[src/rtl/sctr_pkg.sv]
package sctr_pkg;
  parameter int unsigned IvWidth    = 128;
  parameter int unsigned SliceWidth = 16;

  localparam int StateWidth = 5;
  typedef enum logic [StateWidth-1:0] {
    ST_IDLE  = 5'b01110,
    ST_INCR  = 5'b11000,
    ST_ERROR = 5'b00001
  } sctr_state_e;

  localparam int Sp2Width = 3;
  typedef enum logic [Sp2Width-1:0] {
    SP_ON  = 3'b011,
    SP_OFF = 3'b100
  } sp2_e;
endpackage

[src/rtl/sctr_sp2_dec.sv]
module sctr_sp2_dec
  import sctr_pkg::*;
(
  input  logic [Sp2Width-1:0] code_i,
  output logic                on_o,
  output logic                bad_o
);
  assign on_o  = (code_i == SP_ON);
  assign bad_o = (code_i != SP_ON) && (code_i != SP_OFF);
endmodule

[src/rtl/sctr_slice_add.sv]
module sctr_slice_add #(
  parameter int unsigned Width = 16
) (
  input  logic [Width-1:0] a_i,
  input  logic             cin_i,
  output logic [Width-1:0] sum_o,
  output logic             cout_o
);
  assign {cout_o, sum_o} = {1'b0, a_i} + {{Width{1'b0}}, cin_i};
endmodule

[src/rtl/sctr_fsm.sv]
module sctr_fsm
  import sctr_pkg::*;
(
  input  logic clk_i,
  input  logic rst_ni,
  input  logic req_on_i,
  input  logic req_bad_i,
  input  logic last_i,
  output logic load_o,
  output logic step_o,
  output logic fin_o,
  output logic idle_o,
  output logic busy_o,
  output logic err_o
);
  logic [StateWidth-1:0] state_q, state_d;

  always_comb begin
    state_d = state_q;
    load_o  = 1'b0;
    step_o  = 1'b0;
    fin_o   = 1'b0;
    case (state_q)
      ST_IDLE: begin
        if (req_on_i) begin
          load_o  = 1'b1;
          state_d = ST_INCR;
        end
      end
      ST_INCR: begin
        step_o = 1'b1;
        if (last_i) begin
          fin_o   = 1'b1;
          state_d = ST_IDLE;
        end
      end
      ST_ERROR: state_d = ST_ERROR;
      default:  state_d = ST_ERROR;
    endcase
    // illegal control code overrides everything
    if (req_bad_i) begin
      state_d = ST_ERROR;
      load_o  = 1'b0;
      step_o  = 1'b0;
      fin_o   = 1'b0;
    end
  end

  always_ff @(posedge clk_i or negedge rst_ni) begin
    if (!rst_ni) state_q <= ST_IDLE;
    else         state_q <= state_d;
  end

  assign idle_o = (state_q == ST_IDLE);
  assign busy_o = (state_q == ST_INCR);
  assign err_o  = !idle_o && !busy_o;


  state_legal_chk: assert property (@(posedge clk_i) disable iff (!rst_ni)
    (state_q == ST_IDLE) || (state_q == ST_INCR) || (state_q == ST_ERROR));


  error_trap_chk: assert property (@(posedge clk_i) disable iff (!rst_ni)
    (state_q == ST_ERROR) |=> (state_q == ST_ERROR));
endmodule

[src/rtl/sctr_inc.sv]
module sctr_inc
  import sctr_pkg::*;
#(
  parameter int unsigned IvW    = IvWidth,
  parameter int unsigned SliceW = SliceWidth
) (
  input  logic                clk_i,
  input  logic                rst_ni,
  input  logic [Sp2Width-1:0] req_i,
  input  logic [IvW-1:0]      iv_i,
  output logic [Sp2Width-1:0] ready_o,
  output logic [Sp2Width-1:0] done_o,
  output logic [IvW-1:0]      iv_o,
  output logic                alert_o
);
  localparam int unsigned NumSlices = IvW / SliceW;
  localparam int unsigned IdxW      = (NumSlices > 1) ? $clog2(NumSlices) : 1;
  localparam logic [IdxW-1:0] LastIdx = IdxW'(NumSlices - 1);

  logic            req_on, req_bad;
  logic            load, step, fin, idle, busy, err;
  logic [IdxW-1:0] idx_q;
  logic            carry_q;
  logic            done_q;
  logic [IvW-1:0]  iv_q;
  logic [SliceW-1:0] slice_val [NumSlices];
  logic [SliceW-1:0] cur_slice, sum_slice;
  logic              cout;
  logic              last;

  sctr_sp2_dec u_req_dec (
    .code_i (req_i),
    .on_o   (req_on),
    .bad_o  (req_bad)
  );

  assign last = (idx_q == LastIdx);

  sctr_fsm u_fsm (
    .clk_i     (clk_i),
    .rst_ni    (rst_ni),
    .req_on_i  (req_on),
    .req_bad_i (req_bad),
    .last_i    (last),
    .load_o    (load),
    .step_o    (step),
    .fin_o     (fin),
    .idle_o    (idle),
    .busy_o    (busy),
    .err_o     (err)
  );

  for (genvar g = 0; g < NumSlices; g++) begin : g_slice
    assign slice_val[g] = iv_q[g*SliceW +: SliceW];

    always_ff @(posedge clk_i or negedge rst_ni) begin
      if (!rst_ni) begin
        iv_q[g*SliceW +: SliceW] <= '0;
      end else if (load) begin
        iv_q[g*SliceW +: SliceW] <= iv_i[g*SliceW +: SliceW];
      end else if (step && (idx_q == IdxW'(g))) begin
        iv_q[g*SliceW +: SliceW] <= sum_slice;
      end
    end
  end

  assign cur_slice = slice_val[idx_q];

  sctr_slice_add #(.Width(SliceW)) u_add (
    .a_i    (cur_slice),
    .cin_i  (carry_q),
    .sum_o  (sum_slice),
    .cout_o (cout)
  );

  always_ff @(posedge clk_i or negedge rst_ni) begin
    if (!rst_ni) begin
      idx_q   <= '0;
      carry_q <= 1'b0;
      done_q  <= 1'b0;
    end else begin
      done_q <= fin;
      if (load) begin
        idx_q   <= '0;
        carry_q <= 1'b1;
      end else if (step) begin
        idx_q   <= idx_q + IdxW'(1);
        carry_q <= cout;
      end
    end
  end

  assign ready_o = idle ? SP_ON : SP_OFF;
  assign done_o  = (done_q && !err) ? SP_ON : SP_OFF;
  assign iv_o    = iv_q;
  assign alert_o = err;


  accept_busy_chk: assert property (@(posedge clk_i) disable iff (!rst_ni)
    (ready_o == SP_ON && req_i == SP_ON) |=> (ready_o == SP_OFF));


  done_pulse_chk: assert property (@(posedge clk_i) disable iff (!rst_ni)
    (done_o == SP_ON) |=> (done_o == SP_OFF));


  first_slice_chk: assert property (@(posedge clk_i) disable iff (!rst_ni)
    $rose(busy) |-> (idx_q == '0 && carry_q));


  carry_dead_chk: assert property (@(posedge clk_i) disable iff (!rst_ni)
    (busy && !carry_q && !last && !req_bad) |=> !carry_q);


  alert_sticky_chk: assert property (@(posedge clk_i) disable iff (!rst_ni)
    alert_o |=> (alert_o && ready_o == SP_OFF && done_o == SP_OFF));
endmodule

[config.mk]
export PLATFORM = sky130hd
export DESIGN_NAME = sctr_inc
export DESIGN_NICKNAME = d
export VERILOG_FILES = /design/src/rtl/sctr_pkg.sv /design/src/rtl/sctr_sp2_dec.sv /design/src/rtl/sctr_slice_add.sv /design/src/rtl/sctr_fsm.sv /design/src/rtl/sctr_inc.sv
export SDC_FILE = /design/constraint.sdc
export NUM_CORES = 1
export LEC_CHECK = 0
export ABC_CLOCK_PERIOD_IN_PS = 3400
export BUFFER_PORTS_ARGS = -buffer_cell sky130_fd_sc_hd__buf_2
export CORE_ASPECT_RATIO = 1.25
export CORE_UTILIZATION = 51
export DETAILED_ROUTE_END_ITERATION = 8
export GPL_ROUTABILITY_DRIVEN = 0
export PLACE_DENSITY_LB_ADDON = 0.25
export REMOVE_ABC_BUFFERS = 1
export SETUP_SLACK_MARGIN = 0.05
export SYNTH_ARGS = -nofsm -noshare
export SYNTH_HDL_FRONTEND = slang
export SYNTH_SLANG_ARGS = --single-unit
[constraint.sdc]
create_clock -name clk_i -period 3.4 [get_ports clk_i]
set_clock_uncertainty 0.05 [all_clocks]
set_input_delay 0.34 -clock clk_i [delete_from_list [all_inputs] [get_ports clk_i]]
set_output_delay 0.34 -clock clk_i [all_outputs]
set_load 0.01 [all_outputs]
**Yosys cells after proc, flatten, opt, wreduce, memory -nomap -nowiden**

Cells that the tools add are included.
W data, S select, Z words.

- Flip-flop bits (word level): 138
- Latch bits: 0
- RAM bits: 0
- Memory bits (read-only): 0
- Word-level logic and storage cells: 92
- Memories kept: 0

- Add/sub/neg operators: 2
- $mul: 0
- Div/mod/pow operators: 0
- Order comparisons: 1
- Equality and inequality tests: 14
- Shift operators: 0
- Mux-type cells: 37
- Bitwise logic cells: 1
- Reduce and logical (&&, ||, !) cells: 25

Operators by type and width:

| cell | number |
|---|---|
| $mux W16 | 18 |
| $bmux W16 S3 | 1 |
| $reduce_bool A2 Y1 | 9 |
| $add A16 B1 Y17 | 1 |
| $mux W5 | 3 |
| $eq A3 B3 Y1 const B | 4 |
| $mux W3 | 4 |
| $logic_and A1 B1 Y1 | 11 |
| $mux W1 | 10 |
| $pmux W5 S2 | 1 |
| $eq A3 B2 Y1 const B | 3 |
| $ne A3 B3 Y1 const B | 3 |
| $eq A5 B4 Y1 const B | 1 |
| $eq A5 B5 Y1 const B | 1 |
| $ge A4 B4 Y1 const B | 1 |
| $not A3 Y4 | 1 |
| $add A3 B1 Y3 const B | 1 |
| $eq A3 B1 Y1 const B | 1 |
| $logic_not A1 Y1 | 3 |
| $logic_not A3 Y1 | 1 |
| $ne A3 B2 Y1 const B | 1 |
| $reduce_and A2 Y1 | 1 |

**Longest topological paths before layout**

- Word-level depth: 7
- Depth in mapped cells: 13
- Mapped depth without buffers: 9

**By module**

A second synthesis with hierarchy kept.

- Cells, all modules: 704
- Area, all modules: 7798.7 um^2

Modules (own cells, without submodules):

| module | instances | cells each | area each (um^2) | sequential area each (um^2) |
|---|---|---|---|---|
| sctr_inc | 1 | 633 | 7214.4 | 3328.2 |
| sctr_slice_add | 1 | 44 | 331.6 | 0.0 |
| sctr_fsm | 1 | 24 | 235.2 | 102.6 |
| sctr_sp2_dec | 1 | 3 | 17.5 | 0.0 |

**Worst setup path before layout**

No wires, ideal clock.

- Path kind: register to register
- Start: register idx_q[0]
- End: register iv_q[109], in the netlist iv_o[109]
- Library setup time: 0.136 ns
- Arrival time: 2.620 ns
- Required time: 3.214 ns
- Slack: 0.594 ns
- Cell stages (with the launch flop): 14
- Buffers on the path: 4
- Period minus slack after synthesis: 2.806 ns
- Cell sequence: dfrtp_1 -> buf_6 -> buf_12 -> buf_12 -> mux4_2 -> nand2_1 -> nand2_1 -> ha_1 -> inv_1 -> or4b_4 -> nor3_4 -> and3_1 -> buf_6 -> o31ai_1

- Longest elaborated chain between the ends: 7
- Elaborated cells on any way between the ends: 10
- Classes of those cells: 1 x add/sub; 1 x eq/ne; 5 x mux; 1 x bitwise; 2 x reduce/logical

Ends and longest elaborated chain:

| item | line | RTL |
|---|---|---|
| start: declaration | sctr_inc.sv:22 | `logic [IdxW-1:0] idx_q;` |
| start signal: assignment | sctr_inc.sv:87 | `idx_q <= idx_q + IdxW'(1);` |
| $not A3 Y4 (not written as such) | sctr_inc.sv:67 | `assign cur_slice = slice_val[idx_q];` |
| $bmux W16 S3 | sctr_inc.sv:67 |  |
| $mux W16 (not written as such) (2 in a row) | sctr_inc.sv:67 |  |
| $add A16 B1 Y17 | sctr_slice_add.sv:9 | `assign {cout_o, sum_o} = {1'b0, a_i} + {{Width{1'b0}}, cin_i};` |
| $mux W16 | sctr_inc.sv:61 | `end else if (step && (idx_q == IdxW'(g))) begin` |
| $mux W16 | sctr_inc.sv:59 | `end else if (load) begin` |
| end signal: indexed assignment | sctr_inc.sv:60 | `iv_q[g*SliceW +: SliceW] <= iv_i[g*SliceW +: SliceW];` |
| end signal: indexed assignment | sctr_inc.sv:62 | `iv_q[g*SliceW +: SliceW] <= sum_slice;` |
| end: declaration | sctr_inc.sv:25 | `logic [IvW-1:0] iv_q;` |

Several ways; a longest one is shown, not always the timed one. The select of a mux whose other input is x is not followed.
A chain may end at the register's enable or synchronous reset.

**Worst setup path in the final report**

- Start: register idx_q[0]
- End: register iv_q[31], in the netlist iv_o[31]

The elaborated chain is that of the path after synthesis.

==> reports/results.ini <==
[global_route]
grt_pass1_wl_mm=40.1
grt_max_degree=91
grt_util_all_layers_pct=34.2
grt_antenna_before_repair=0
grt_pass1_vias=7152
overflow=0

[critical_path]
worstSetupStartpointType=register
critPathKind=reg2reg
arrival_ps=3380
worst_setup_path_end_kind=register
crit_required_ps=3660
crit_fanout=16

[layout]
antenna_cells=0
fin_area_mm2=0.00968
mostFrequentLayoutCells=buf_2 (266), dfrtp_1 (133), a22oi_1 (76), o21ai_0 (75), nand2_1 (66)
multi_input_area_mm2=0.00376
layout-drive-gt1-share_pct=41.2
mostFrequentLayoutCell=buf_2
nFillCells=1173
layout.nets=1114
fin_cells=1164
seq_area_mm2=0.00343
area_growth_syn_to_layout_pct=28.0

[run_status]
status=complete, no violations

[cts]
cts-root-buf=clkbuf_16
clock_sinks=137
htree_num_levels=4
cts_tree=done
numCtsBuffers=17
clock_path_buffers=2
clock_latency_ps=420
clk_pin_slew_worst_paths_ps=60

[die]
fp.dieH_um=138
fp.dieArea_mm2=0.0153
coreArea_mm2=0.0144
start_util_pct=52.5
placement_rows=49
io_pins=268
die_w_um=111

[yosys]
postSynthAreaPerCell_um2=10.6
ys_ff_latch=137
synthArstFlopShare_pct=100
synth_area_leader_cell=dfrtp_1
synth_top_cell_area_share_pct=44.7
synth_warnings=0
synth_edf_count=0
netlist_instances=716
synth_cell_types=59
synthTopCellsByArea=dfrtp_1 (45%), a22oi_1 (7.5%), mux4_2 (7.5%)
synth_ff_type=dfrtp_1
synth-seq-area-share_pct=45.4
synth_area_mm2=0.00756

[power]
vdd_drop_max_v=0.000249
leakage_nw=4.85
power_density_mw_per_mm2=429

[timing]
finalMaxSlewViolations=0
clock.fmax_mhz=320
setup_viol=0
fin_crit_sh_pct=91.8
worst_slack_ps=278
relSlewSlack_pct=37.5
finalHoldViolCount=0
worstMarginPinSlew_ps=935
period_needed_ps=3120
rsz0062_at_grt=false
setup_tns_ps=0

[placed_design]
dp.cells=1131
hpwl_mm=18.5
numPortBuffers=267
placed_area_mm2=0.00904
dp_worst_setup_slack_ps=308

[detailed_routing]
vias_per_cell=6.30
drcViolationCount=0
final_antenna_net_count=0
drt_iter0_drc=824
firstDrtPassIters=5
wl_per_cell_um=22.7
wl_mm=26.4
vias=7334

[worst_hold_path]
min_path_type=in2reg

[job]
max-cap-violations=0

## what timing repair did
| item | CTS | global route |
|---|---|---|
| endpoints found under the hold margin | 86 | 0 |
| buffers inserted | 0 | 0 |
| hold buffers | 1 | 0 |
| gates resized for setup | 0 | 0 |
## where the power goes
group	total (mW)	internal, mW	switching [mW]
logic	0.430	0.194	0.236
clock network	1.99	1.23	0.759
registers	1.73	1.68	0.0558
total	4.15	3.10	1.05
## cells by family after synthesis
family | share of synthesized area, %
buf+inv | 4.92
flops | 45.4
xor+xnor | 1.77
compound gates | 20.2
simple gates | 13.1
fa+ha+maj | 1.32
mux | 13.3
## critical path, cell delays in order, from the launching register on
cell and delay [ps]:
dfrtp_2 650, buf_4 380, mux4_2 280, mux2_2 260, nand4_4 180, nor3_2 670, a21oi_1 230, o31ai_1 310
## final timing paths
path / start / end / slack [ps] / depth (start not counted)
max in group asynchronous: rst_ni / iv_o[31] / 1900 / 3
hold / removal: iv_i[97] / iv_o[97] / 70 / 3
setup reg to reg: idx_q[0] / iv_o[31] / 280 / 7
setup / recovery: idx_q[0] / iv_o[31] / 280 / 7
min in group asynchronous: rst_ni / iv_o[97] / 500 / 2
hold reg to reg: carry_q / carry_q / 470 / 2
## cells in the mapped netlist (5+ instances only)
master,instances
a31oi_1,15
nand3_1,21
a211o_1,5
o22ai_1,6
nand2b_1,5
xnor2_1,6
mux2i_1,14
mux4_2,25
o31ai_1,7
o211ai_1,5
inv_1,12
buf_2,9
clkbuf_1,40
mux2_2,17
o21ai_0,75
ha_1,8
nor2_1,37
or3_1,9
and3_1,16
dfrtp_1,135
a22oi_1,76
o21a_1,5
o21ai_1,17
a21oi_1,21
nand2_1,66
## flip-flops by register name, summed over array words and instances (netlist names)
register       flops
carry_q            1
done_q             1
idx_q              3
iv_o             128
u_fsm.state_q      4
## layout make-up
type | instances | share of cell area, %
clock buffer | 18 | 4.43
clock inverter | 14 | 2.04
tap | 178 | 2.30
inverter | 12 | 0.465
multi-input combinational | 506 | 38.9
sequential | 137 | 35.5
timing repair buffer | 299 | 16.4
## stage by stage
stage               util (%)  power, mW  hold WS [ps]
floorplan                  -       1.95         -5.59
detailed placement      62.7       2.19           412
CTS                     67.2       4.15          62.2
global placement        62.7       2.18           411
finish                  67.2       4.15          69.4
global route            67.2       4.26          79.7
## metal layers
metal / vias to the layer above / routed length [µm] / GRT usage [%]
met4: 0 / 925 / 15.2
met5: - / 0 / 0
met3: 73 / 2410 / 7.06
li1: 3196 / - / -
met2: 484 / 13000 / 55.4
met1: 3581 / 10000 / 44.4
Power figures use the tool's default switching activity.
